`config.mk`:
```
export PLATFORM = sky130hd
export DESIGN_NAME = utlb_cache
export DESIGN_NICKNAME = d
export VERILOG_FILES = /design/src/rtl/utlb_pkg.sv /design/src/rtl/utlb_rr_ptr.sv /design/src/rtl/utlb_array.sv /design/src/rtl/utlb_cache.sv
export SDC_FILE = /design/constraint.sdc
export NUM_CORES = 1
export LEC_CHECK = 0
export ABC_CLOCK_PERIOD_IN_PS = 6100
export CAP_MARGIN = 40
export CORE_ASPECT_RATIO = 1.4
export CORE_MARGIN = 2
export CORE_UTILIZATION = 50
export DETAILED_ROUTE_END_ITERATION = 8
export DONT_BUFFER_PORTS = 1
export GPL_TIMING_DRIVEN = 1
export HOLD_SLACK_MARGIN = 0.08
export SLEW_MARGIN = 0
export SYNTH_ARGS = -nofsm -noshare
export SYNTH_HDL_FRONTEND = slang
export SYNTH_HIERARCHICAL = 1
export SYNTH_SLANG_ARGS = --single-unit
```
`constraint.sdc`:
```
create_clock -name clk -period 6.1 [get_ports clk]
set_input_delay 1.525 -clock clk [delete_from_list [all_inputs] [get_ports clk]]
set_output_delay 1.525 -clock clk [all_outputs]
set_load 0.02 [all_outputs]
```
`src/rtl/utlb_pkg.sv`:
```
package utlb_pkg;
  localparam int PAGE_SHIFT = 12;
  localparam logic [1:0] LVL_NONE = 2'd0;
  localparam logic [1:0] LVL_RO   = 2'd1;
  localparam logic [1:0] LVL_RW   = 2'd2;

  function automatic logic [1:0] level_from_dirty(input logic dirty);
    return dirty ? LVL_RW : LVL_RO;
  endfunction
endpackage

```
`src/rtl/utlb_rr_ptr.sv`:
```
module utlb_rr_ptr #(
  parameter int ENTRIES = 4,
  localparam int IDX_W = (ENTRIES > 1) ? $clog2(ENTRIES) : 1
) (
  input  logic             clk,
  input  logic             rst,
  input  logic             clr,
  input  logic             adv,
  output logic [IDX_W-1:0] ptr
);
  always_ff @(posedge clk) begin
    if (rst || clr) begin
      ptr <= '0;
    end else if (adv) begin
      if (ptr == IDX_W'(ENTRIES - 1)) ptr <= '0;
      else                            ptr <= ptr + 1'b1;
    end
  end
endmodule

```
`src/rtl/utlb_array.sv`:
```
module utlb_array #(
  parameter int ENTRIES = 4,
  parameter int VPN_W   = 20,
  parameter int PPN_W   = 20,
  localparam int IDX_W  = (ENTRIES > 1) ? $clog2(ENTRIES) : 1
) (
  input  logic             clk,
  input  logic             rst,
  input  logic             clr,
  input  logic             wr_en,
  input  logic [VPN_W-1:0] wr_vpn,
  input  logic [PPN_W-1:0] wr_ppn,
  input  logic [1:0]       wr_lvl,
  input  logic [VPN_W-1:0] rd_vpn,
  input  logic [1:0]       rd_need,
  output logic             rd_hit,
  output logic [PPN_W-1:0] rd_ppn,
  output logic [1:0]       rd_lvl
);
  logic [VPN_W-1:0] tag_q [ENTRIES];
  logic [PPN_W-1:0] ppn_q [ENTRIES];
  logic [1:0]       lvl_q [ENTRIES];
  logic [ENTRIES-1:0] vld_q;

  logic [ENTRIES-1:0] rd_match;
  logic [ENTRIES-1:0] wr_match;
  logic [IDX_W-1:0]   rr_idx;
  logic [IDX_W-1:0]   wr_idx;
  logic               wr_found;
  logic               do_wr;

  // Per-entry comparators
  for (genvar e = 0; e < ENTRIES; e++) begin : g_cmp
    assign rd_match[e] = vld_q[e] && (tag_q[e] == rd_vpn) && (lvl_q[e] >= rd_need);
    assign wr_match[e] = vld_q[e] && (tag_q[e] == wr_vpn);
  end

  // Read mux: at most one entry per page exists, so OR-combine is exact
  always_comb begin
    rd_ppn = '0;
    rd_lvl = '0;
    for (int e = 0; e < ENTRIES; e++) begin
      if (rd_match[e]) begin
        rd_ppn = rd_ppn | ppn_q[e];
        rd_lvl = rd_lvl | lvl_q[e];
      end
    end
  end
  assign rd_hit = |rd_match;

  // Victim selection: existing page first, otherwise round-robin slot
  always_comb begin
    wr_found = 1'b0;
    wr_idx   = rr_idx;
    for (int e = 0; e < ENTRIES; e++) begin
      if (wr_match[e]) begin
        wr_found = 1'b1;
        wr_idx   = IDX_W'(e);
      end
    end
  end

  assign do_wr = wr_en && !clr;

  utlb_rr_ptr #(.ENTRIES(ENTRIES)) u_rr (
    .clk (clk),
    .rst (rst),
    .clr (clr),
    .adv (do_wr && !wr_found),
    .ptr (rr_idx)
  );

  always_ff @(posedge clk) begin
    if (rst || clr) begin
      vld_q <= '0;
    end else if (do_wr) begin
      vld_q[wr_idx] <= 1'b1;
    end
  end

  // Payload storage carries no reset
  always_ff @(posedge clk) begin
    if (do_wr) begin
      tag_q[wr_idx] <= wr_vpn;
      ppn_q[wr_idx] <= wr_ppn;
      lvl_q[wr_idx] <= wr_lvl;
    end
  end
endmodule

```
`src/rtl/utlb_cache.sv`:
```
module utlb_cache #(
  parameter int VA_W    = 32,
  parameter int PA_W    = 32,
  parameter int ENTRIES = 4,
  localparam int OFS_W  = utlb_pkg::PAGE_SHIFT,
  localparam int VPN_W  = VA_W - OFS_W,
  localparam int PPN_W  = PA_W - OFS_W
) (
  input  logic             clk,
  input  logic             rst,
  input  logic             bypass_en,
  input  logic             inval_all,
  input  logic [VA_W-1:0]  lk_vaddr,
  input  logic             lk_is_instr,
  input  logic             lk_is_write,
  output logic             lk_hit,
  output logic [PA_W-1:0]  lk_paddr,
  output logic [1:0]       lk_level,
  input  logic             fl_valid,
  input  logic             fl_is_instr,
  input  logic [VA_W-1:0]  fl_vaddr,
  input  logic [PPN_W-1:0] fl_ppn,
  input  logic             fl_dirty
);
  import utlb_pkg::*;

  localparam int NARR  = 2;  // 0 = instruction, 1 = data
  localparam int A_INS = 0;
  localparam int A_DAT = 1;

  logic [NARR-1:0]             arr_hit;
  logic [NARR-1:0][PPN_W-1:0]  arr_ppn;
  logic [NARR-1:0][1:0]        arr_lvl;

  logic       in_kwin;
  logic       lk_active;
  logic [1:0] need;
  logic       sel_hit;
  logic [PPN_W-1:0] sel_ppn;
  logic [1:0] sel_lvl;

  assign in_kwin   = (lk_vaddr[VA_W-1:VA_W-2] == 2'b10);
  assign lk_active = !bypass_en && !in_kwin;
  assign need      = lk_is_write ? LVL_RW : LVL_RO;

  for (genvar a = 0; a < NARR; a++) begin : g_arr
    logic wr_sel;
    assign wr_sel = fl_valid && !bypass_en && (fl_is_instr == (a == A_INS));

    utlb_array #(
      .ENTRIES (ENTRIES),
      .VPN_W   (VPN_W),
      .PPN_W   (PPN_W)
    ) u_arr (
      .clk     (clk),
      .rst     (rst),
      .clr     (inval_all),
      .wr_en   (wr_sel),
      .wr_vpn  (fl_vaddr[VA_W-1:OFS_W]),
      .wr_ppn  (fl_ppn),
      .wr_lvl  (level_from_dirty(fl_dirty)),
      .rd_vpn  (lk_vaddr[VA_W-1:OFS_W]),
      .rd_need (need),
      .rd_hit  (arr_hit[a]),
      .rd_ppn  (arr_ppn[a]),
      .rd_lvl  (arr_lvl[a])
    );
  end

  always_comb begin
    if (lk_is_instr) begin
      sel_hit = arr_hit[A_INS];
      sel_ppn = arr_ppn[A_INS];
      sel_lvl = arr_lvl[A_INS];
    end else begin
      sel_hit = arr_hit[A_DAT];
      sel_ppn = arr_ppn[A_DAT];
      sel_lvl = arr_lvl[A_DAT];
    end
  end

  assign lk_hit   = lk_active && sel_hit;
  assign lk_paddr = lk_hit ? {sel_ppn, lk_vaddr[OFS_W-1:0]} : '0;
  assign lk_level = lk_hit ? sel_lvl : LVL_NONE;
endmodule

```
==> results of run 1 <==
[path summary, 6_finish.rpt]
| path | from | end | slack [ns] | cells after the start |
|---|---|---|---|---|
| max reg2reg | g_arr[0].u_arr/tag_q[0][8] | g_arr[0].u_arr/ppn_q[2][11] | 2.32 | 7 |
| min reg2reg | g_arr[0].u_arr/vld_q[3] | g_arr[0].u_arr/vld_q[3] | 0.51 | 1 |
| max | lk_is_write | lk_paddr[1] | 0.46 | 10 |
| min | g_arr[0].u_arr/vld_q[3] | g_arr[0].u_arr/vld_q[3] | 0.51 | 1 |
[cells in the mapped netlist (3+ instances only)]
cell	count
a211oi_2	4
a21oi_1	10
a22oi_1	88
and2_1	4
buf_2	9
buf_6	7
clkbuf_1	19
dfxtp_1	12
edfxtp_1	336
ha_1	18
inv_1	14
mux2i_1	24
nand2_1	62
nand2b_1	10
nand3_1	6
nand4_1	32
nand4_2	4
nor2_1	6
nor2b_1	3
nor3_1	15
nor4_1	44
nor4_2	34
nor4b_1	5
nor4b_2	7
o21a_1	8
or3b_1	4
xnor2_1	108
xor2_1	210
[layout by cell type, fill, tap and decap left out, drive strengths merged, types with 25 or more instances in the layout]
cell	instances
a22oi	88
buf	60
xor2	210
mux2i	25
edfxtp	336
nand4	36
clkbuf	51
xnor2	110
nand2	62
nor4	78
[through the flow]
step | instance area (um^2) | total power [W] | utilization [%] | setup WS [ns]
2_1_floorplan | 16500 | 0.00282 | - | 0.956
3_3_place_gp | 17400 | 0.00284 | 53.7 | 0.513
3_5_place_dp | 17400 | 0.00284 | 53.8 | 0.478
4_1_cts | 18500 | 0.00490 | 57.2 | 0.469
5_1_grt | 18500 | 0.00499 | 57.2 | 0.335
6_report | 18500 | 0.00485 | 57.2 | 0.457
[cell families (layout without fill, tap and decap cells)]
group / after synthesis / in the layout / synth area share, %
and+or+nand+nor: 244 / 244 / 10.1
DFF: 348 / 348 / 62.7
adders and majority gates: 18 / 18 / 1.37
buffers and inverters: 52 / 138 / 1.59
xor gates and xnor gates: 320 / 320 / 17.1
AOI/OAI and AO/OA: 120 / 120 / 5.60
muxes: 25 / 25 / 1.59
[cell type report]
class	count	area share, %
flip-flops and latches	348	55.8
inverters	14	0.284
clock buffers	51	5.39
multi-input cells	727	32.5
repair buffers	60	2.61
clock inverters	13	0.479
well taps	440	2.97
[state kept, by name (all words and copies together), names as in the netlist]
| name | count |
|---|---|
| g_arr.u_arr/ppn_q | 160 |
| g_arr.u_arr/u_rr/ptr | 4 |
| g_arr.u_arr/tag_q | 160 |
| g_arr.u_arr/lvl_q | 16 |
| g_arr.u_arr/vld_q | 8 |
[power breakdown]
| part | internal, W | switching, W | total [W] | leakage (nW) |
|---|---|---|---|---|
| registers | 0.00263 | 0.00000585 | 0.00264 | 3.12 |
| logic | 0.0000783 | 0.0000734 | 0.000152 | 2.49 |
| clock network | 0.00118 | 0.000881 | 0.00206 | 0.530 |
[critical path, stage by stage]
cell      delay (ns)
inv_1           0.21
ha_1            0.28
nand2b_1        0.16
a21oi_1         0.43
nor4_4          0.12
or4_1           0.59
mux2i_4         0.19
buf_12          0.26
nor4b_1         0.10
buf_4           0.19
[routing by layer]
layer	routed length, um	global-route usage (%)	part of all wire [%]
met3	2230	4.15	5.0
met1	17600	31.7	39
met4	1670	10.5	3.7
met2	23400	47.0	52
met5	0	0	0
==> results.md, run 1 <==
* Layout cell share with drive strength beyond 1 at 13.8%
* Initial antenna violation count at 0
* Final hold violations at 0
* RSZ-0062 raised after global routing: no
* Top FF cell, synth: edfxtp_1
* Wire per inst at about 27 um
* Worst-case clock buffer depth at 3
* VDD IR max at 227 uV
* Tcrit/Tclk final at between 90% and 100%
* Vias at 9703
* IO Count at 128
* Worst setup EP type: output port
* Antenna diodes at 0
* Root buf cell: clkbuf_16
* Non-filler cells, final at 1653
* Ranking of synthesized cells by area: edfxtp_1 (61%), xor2_1 (11%), xnor2_1 (5.7%)
* Hpwl dp at ~28 mm
* Synth warn at 6
* Area delta synth->final at 12.4%
* Vias in the first global route at 9965
* Syn Std Cell Area at 16500 um^2
* DRT iter0 DRCs at 656
* Fmax at 177 MHz
* Rows at between 70 and 80
* Top-area cell type share of the netlist area at 61.2%
* Tmin final at 5.64 ns
* Clock transition at path regs at 0.06 ns
* Hold buffers post-CTS at 0
* Sequential Area at 10300 um^2
* Core ar. at about 32000 um^2
* Required time worst endpoint at around 4.6 ns
* Nets at 1298
* Netlist cell types at between 40 and 50
* Post-synth EDFFs at approximately 340
* Fin Setup TNS at 0 ns
* WHS at 0.507 ns
* Max transition margin at 38.2%
* Routability cong. at 0.826
* Placed insts at 1589
* Area leader, netlist: edfxtp_1
* TritonRoute pass-1 iters at 5
* Post-synthesis sequential area ratio at 62.7%
* Residual DRC at 0
* Final wirelength at around 45 mm
* Die H at 219 um
* Largest net degree at the start of global routing at between 40 and 50
* Multi-input combinational cell area at 6020 um^2
* Tot GR Track Use at approximately a quarter
* Post-CTS setup buffer count at 0
* Sink Count at between 300 and 400
* Leakage at 6.15 nW
* Mapped Nets at around 1200
* Outcome: complete, no violations
* Number of buffers created by CTS at 36
* Worst clock skew at 0.0136 ns
* Fill cells at 2708
* Critical path launch point type: input pin
* Initial Util at 50.9%
* IO buf count at 0
* HP Class: reg -> reg
* Post-cts sizing count at 0
* TritonCTS clock tree: yes
* Clk_lat worst skew at 0.53 ns
* Synth Register Bits at 348
* DR vias/cell at 5.87
* Critical path fanouts, max at 35
* Critical path arrival at 4.12 ns
* Synthesized area per cell at 14.6 um^2
* Critical path type: in -> out
* DIE WIDTH at 157 um
* Least-Margin Pin Slew at roughly 0.92 ns
* H-Tree Depth at 2
* Final setup violation count at 0
* Slew Limit Fails at 0
* Final ANT Viol Nets at 0
* Power Dens Cells at roughly 260 nW/um^2
* DIE AREA at 34500 um^2
* Total gr overflow at 0
* First-pass GRT wire length at 64.5 mm
* Maxcap violations at 0
* Async SR Flop Fraction at 0%
* Cells after synthesis at 1127
(Power assumes the default switching activity.)
==> inputs of run 2 (changes only) <==
ABC_CLOCK_PERIOD_IN_PS = 6620   (was 6100)
clock period = 6.62 ns   (was 6.1 ns; I/O delays follow)
==> run 2 against run 1 <==
Sequential share of layout area grew 0.19 points. Critical path type unchanged. Die area is the same. Clock skew grew 0.0052 ns.
==> results.md, run 2 (synthesis gave the netlist of run 1 again) <==
* Outcome: complete, no violations
* Worst stage delay on the critical path at ~0.57 ns
* Largest net degree at the start of global routing at 44
* Final setup violation count at 0
* Tmin final at 5.83 ns
* HP Start: g_arr[0].u_arr/vld_q[3]
* HP Class: reg -> reg
* Post-CTS setup buffer count at 0
* Psw at 0.000912 W
* Clk_lat worst skew at between 0.5 and 0.6 ns
* Antenna diodes at 0
* Crit-path cells: inv_1 -> ha_1 -> nand2b_1 -> a21oi_1 -> nor4_4 -> or4_1 -> mux2i_4 -> buf_12 -> nor4b_1 -> buf_4
* Max transition margin at between 40% and 50%
* R2R depth at 7
* Vias at 9633
* Crit path max-delay cell type: or4_1
* Clock transition at path regs at roughly 0.060 ns
* Critical path type: in -> out
* RSZ-0062 raised after global routing: no
* Final wirelength at 43.9 mm
* Combinational Power Share at 3.1%
* Tcrit/Tclk final at 88.1%
* Share of power burned in registers at 54.1%
* Final Cell Area at ~18000 um^2
* Most common cell after layout, fill and taps aside: edfxtp_1
* Vias in the first global route at 9906
* Fin Setup TNS at 0 ns
* Number of buffers created by CTS at 36
* Power share of the clock group at 42.7%
* Die H at 219 um
* Layout cell share with drive strength beyond 1 at 13.4%
* Setup crit start: lk_is_write
* Worst clock skew at 0.0188 ns
* Maxcap violations at 0
* Residual DRC at 0
* Critical path fanouts, max at 35
* Crit path to: lk_paddr[2]
* TritonRoute pass-1 iters at 5
* Fmax at 171 MHz
* DIE WIDTH at 157 um
* H-Tree Depth at 2
* Routability cong. at 0.812
* TritonCTS clock tree: yes
* Post-cts sizing count at 0
* Sink Count at ~350
* Critical Path Stages at 10
* Commonest cells after routing, fill and taps aside: edfxtp_1 (336), xor2_1 (210), xnor2_1 (108), a22oi_1 (88), nand2_1 (62)
* Required time worst endpoint at 4.97 ns
* Initial Util at 50.9%
* Hpwl dp at 28.0 mm
* Final ANT Viol Nets at 0
* Total gr overflow at 0
* Core ar. at 32400 um^2
* Hold buffers post-CTS at 0
* DRT iter0 DRCs at 647
* Worst-case clock buffer depth at 3
* Nets at ~1300
* RR Startpoint: g_arr[0].u_arr/tag_q[0][16]
* DR vias/cell at 5.88
* Reg2reg end: g_arr[0].u_arr/tag_q[0][4]
* VDD IR max at 212 uV
* Switching Share at 20.3%
* IO Count at 128
* Tot GR Track Use at a little over a quarter
* Root buf cell: clkbuf_16
* Placed Area at 17400 um^2
* Slew Limit Fails at 0
* Power Dens Cells at 243 nW/um^2
* DIE AREA at 34500 um^2
* Leakage at 6.07 nW
* Largest regs: g_arr.u_arr/ppn_q (160), g_arr.u_arr/tag_q (160), g_arr.u_arr/lvl_q (16)
* WP buf/inv at 3
* Worst setup EP type: output port
* Initial antenna violation count at 0
* Cell Int Power at 0.00358 W
* Critical path arrival at 4.18 ns
* IO buf count at 0
* CP top delay family: simple AND/OR/NAND/NOR gates
* Wire per inst at 26.8 um
* Area delta synth->final at 12.0%
* Rows at between 70 and 80
* Critical path launch point type: input pin
* Final hold violations at 0
* First-pass GRT wire length at 64.1 mm
* Reg-to-reg setup timing slack at 2.87 ns
* Least-Margin Pin Slew at 0.847 ns
* Util after Layout at a little under three fifths
[run 2: cell types whose count changed in the layout (fill, tap and decap cells not counted), sizes merged]
cell / previous run / this run
buf: 60 / 43
clkbuf: 51 / 43
clkinv: 10 / 16
clkinvlp: 0 / 4
[run 2: worst min path at each step]
stage	endpoint	depth (start not counted)	slack [ns]
finish	g_arr[0].u_arr/vld_q[3]	1	0.49
global placement	g_arr[0].u_arr/vld_q[3]	1	0.48
detailed placement	g_arr[0].u_arr/vld_q[3]	1	0.48
floorplan	g_arr[0].u_arr/vld_q[1]	1	0.46
CTS	g_arr[0].u_arr/vld_q[3]	1	0.49
global route	g_arr[0].u_arr/vld_q[3]	1	0.52
[run 2: cell type report]
type                    count  area (um^2)
fillers                  2646        13900
flip-flops and latches    348        10300
multi-input cells         727         6020
clock buffers              43          958
well taps                 440          551
repair buffers             43          398
clock inverters            23          153
inverters                  14         52.6
[run 2: stage by stage]
step | power, W | setup WS [ns] | std cells | hold slack, ns
4_1_cts | 0.00453 | 0.788 | 1638 | 0.493
3_5_place_dp | 0.00262 | 0.795 | 1572 | 0.479
2_1_floorplan | 0.00260 | 1.34 | 1127 | 0.462
6_report | 0.00449 | 0.785 | 1638 | 0.494
5_1_grt | 0.00461 | 0.663 | 1638 | 0.517
3_3_place_gp | 0.00261 | 0.792 | 1569 | 0.476
[run 2: power groups by stage]
| stage | clock (W) | combinational [W] | sequential [W] |
|---|---|---|---|
| floorplan | 0 | 0.000125 | 0.00248 |
| global placement | 0 | 0.000138 | 0.00248 |
| detailed placement | 0 | 0.000140 | 0.00248 |
| CTS | 0.00195 | 0.000142 | 0.00243 |
| global route | 0.00203 | 0.000154 | 0.00243 |
| finish | 0.00192 | 0.000141 | 0.00243 |
[run 2: worst register-to-register path: stages (launching register included)]
cell and delay, ns:
edfxtp_1 0.41, xnor2_1 0.21, nand4_1 0.14, nor4_1 0.37, nand3_1 0.35, a311oi_2 0.67, o2111a_2 0.88, buf_4 0.39
[run 2: layer usage]
| metal | track usage (%) | vias to the layer above | part of all wire, % |
|---|---|---|---|
| li1 | - | 4352 | - |
| met1 | 33.1 | 4911 | 41 |
| met2 | 45.6 | 286 | 51 |
| met3 | 3.53 | 84 | 4.8 |
| met4 | 8.94 | 0 | 3.2 |
| met5 | 0 | - | 0 |
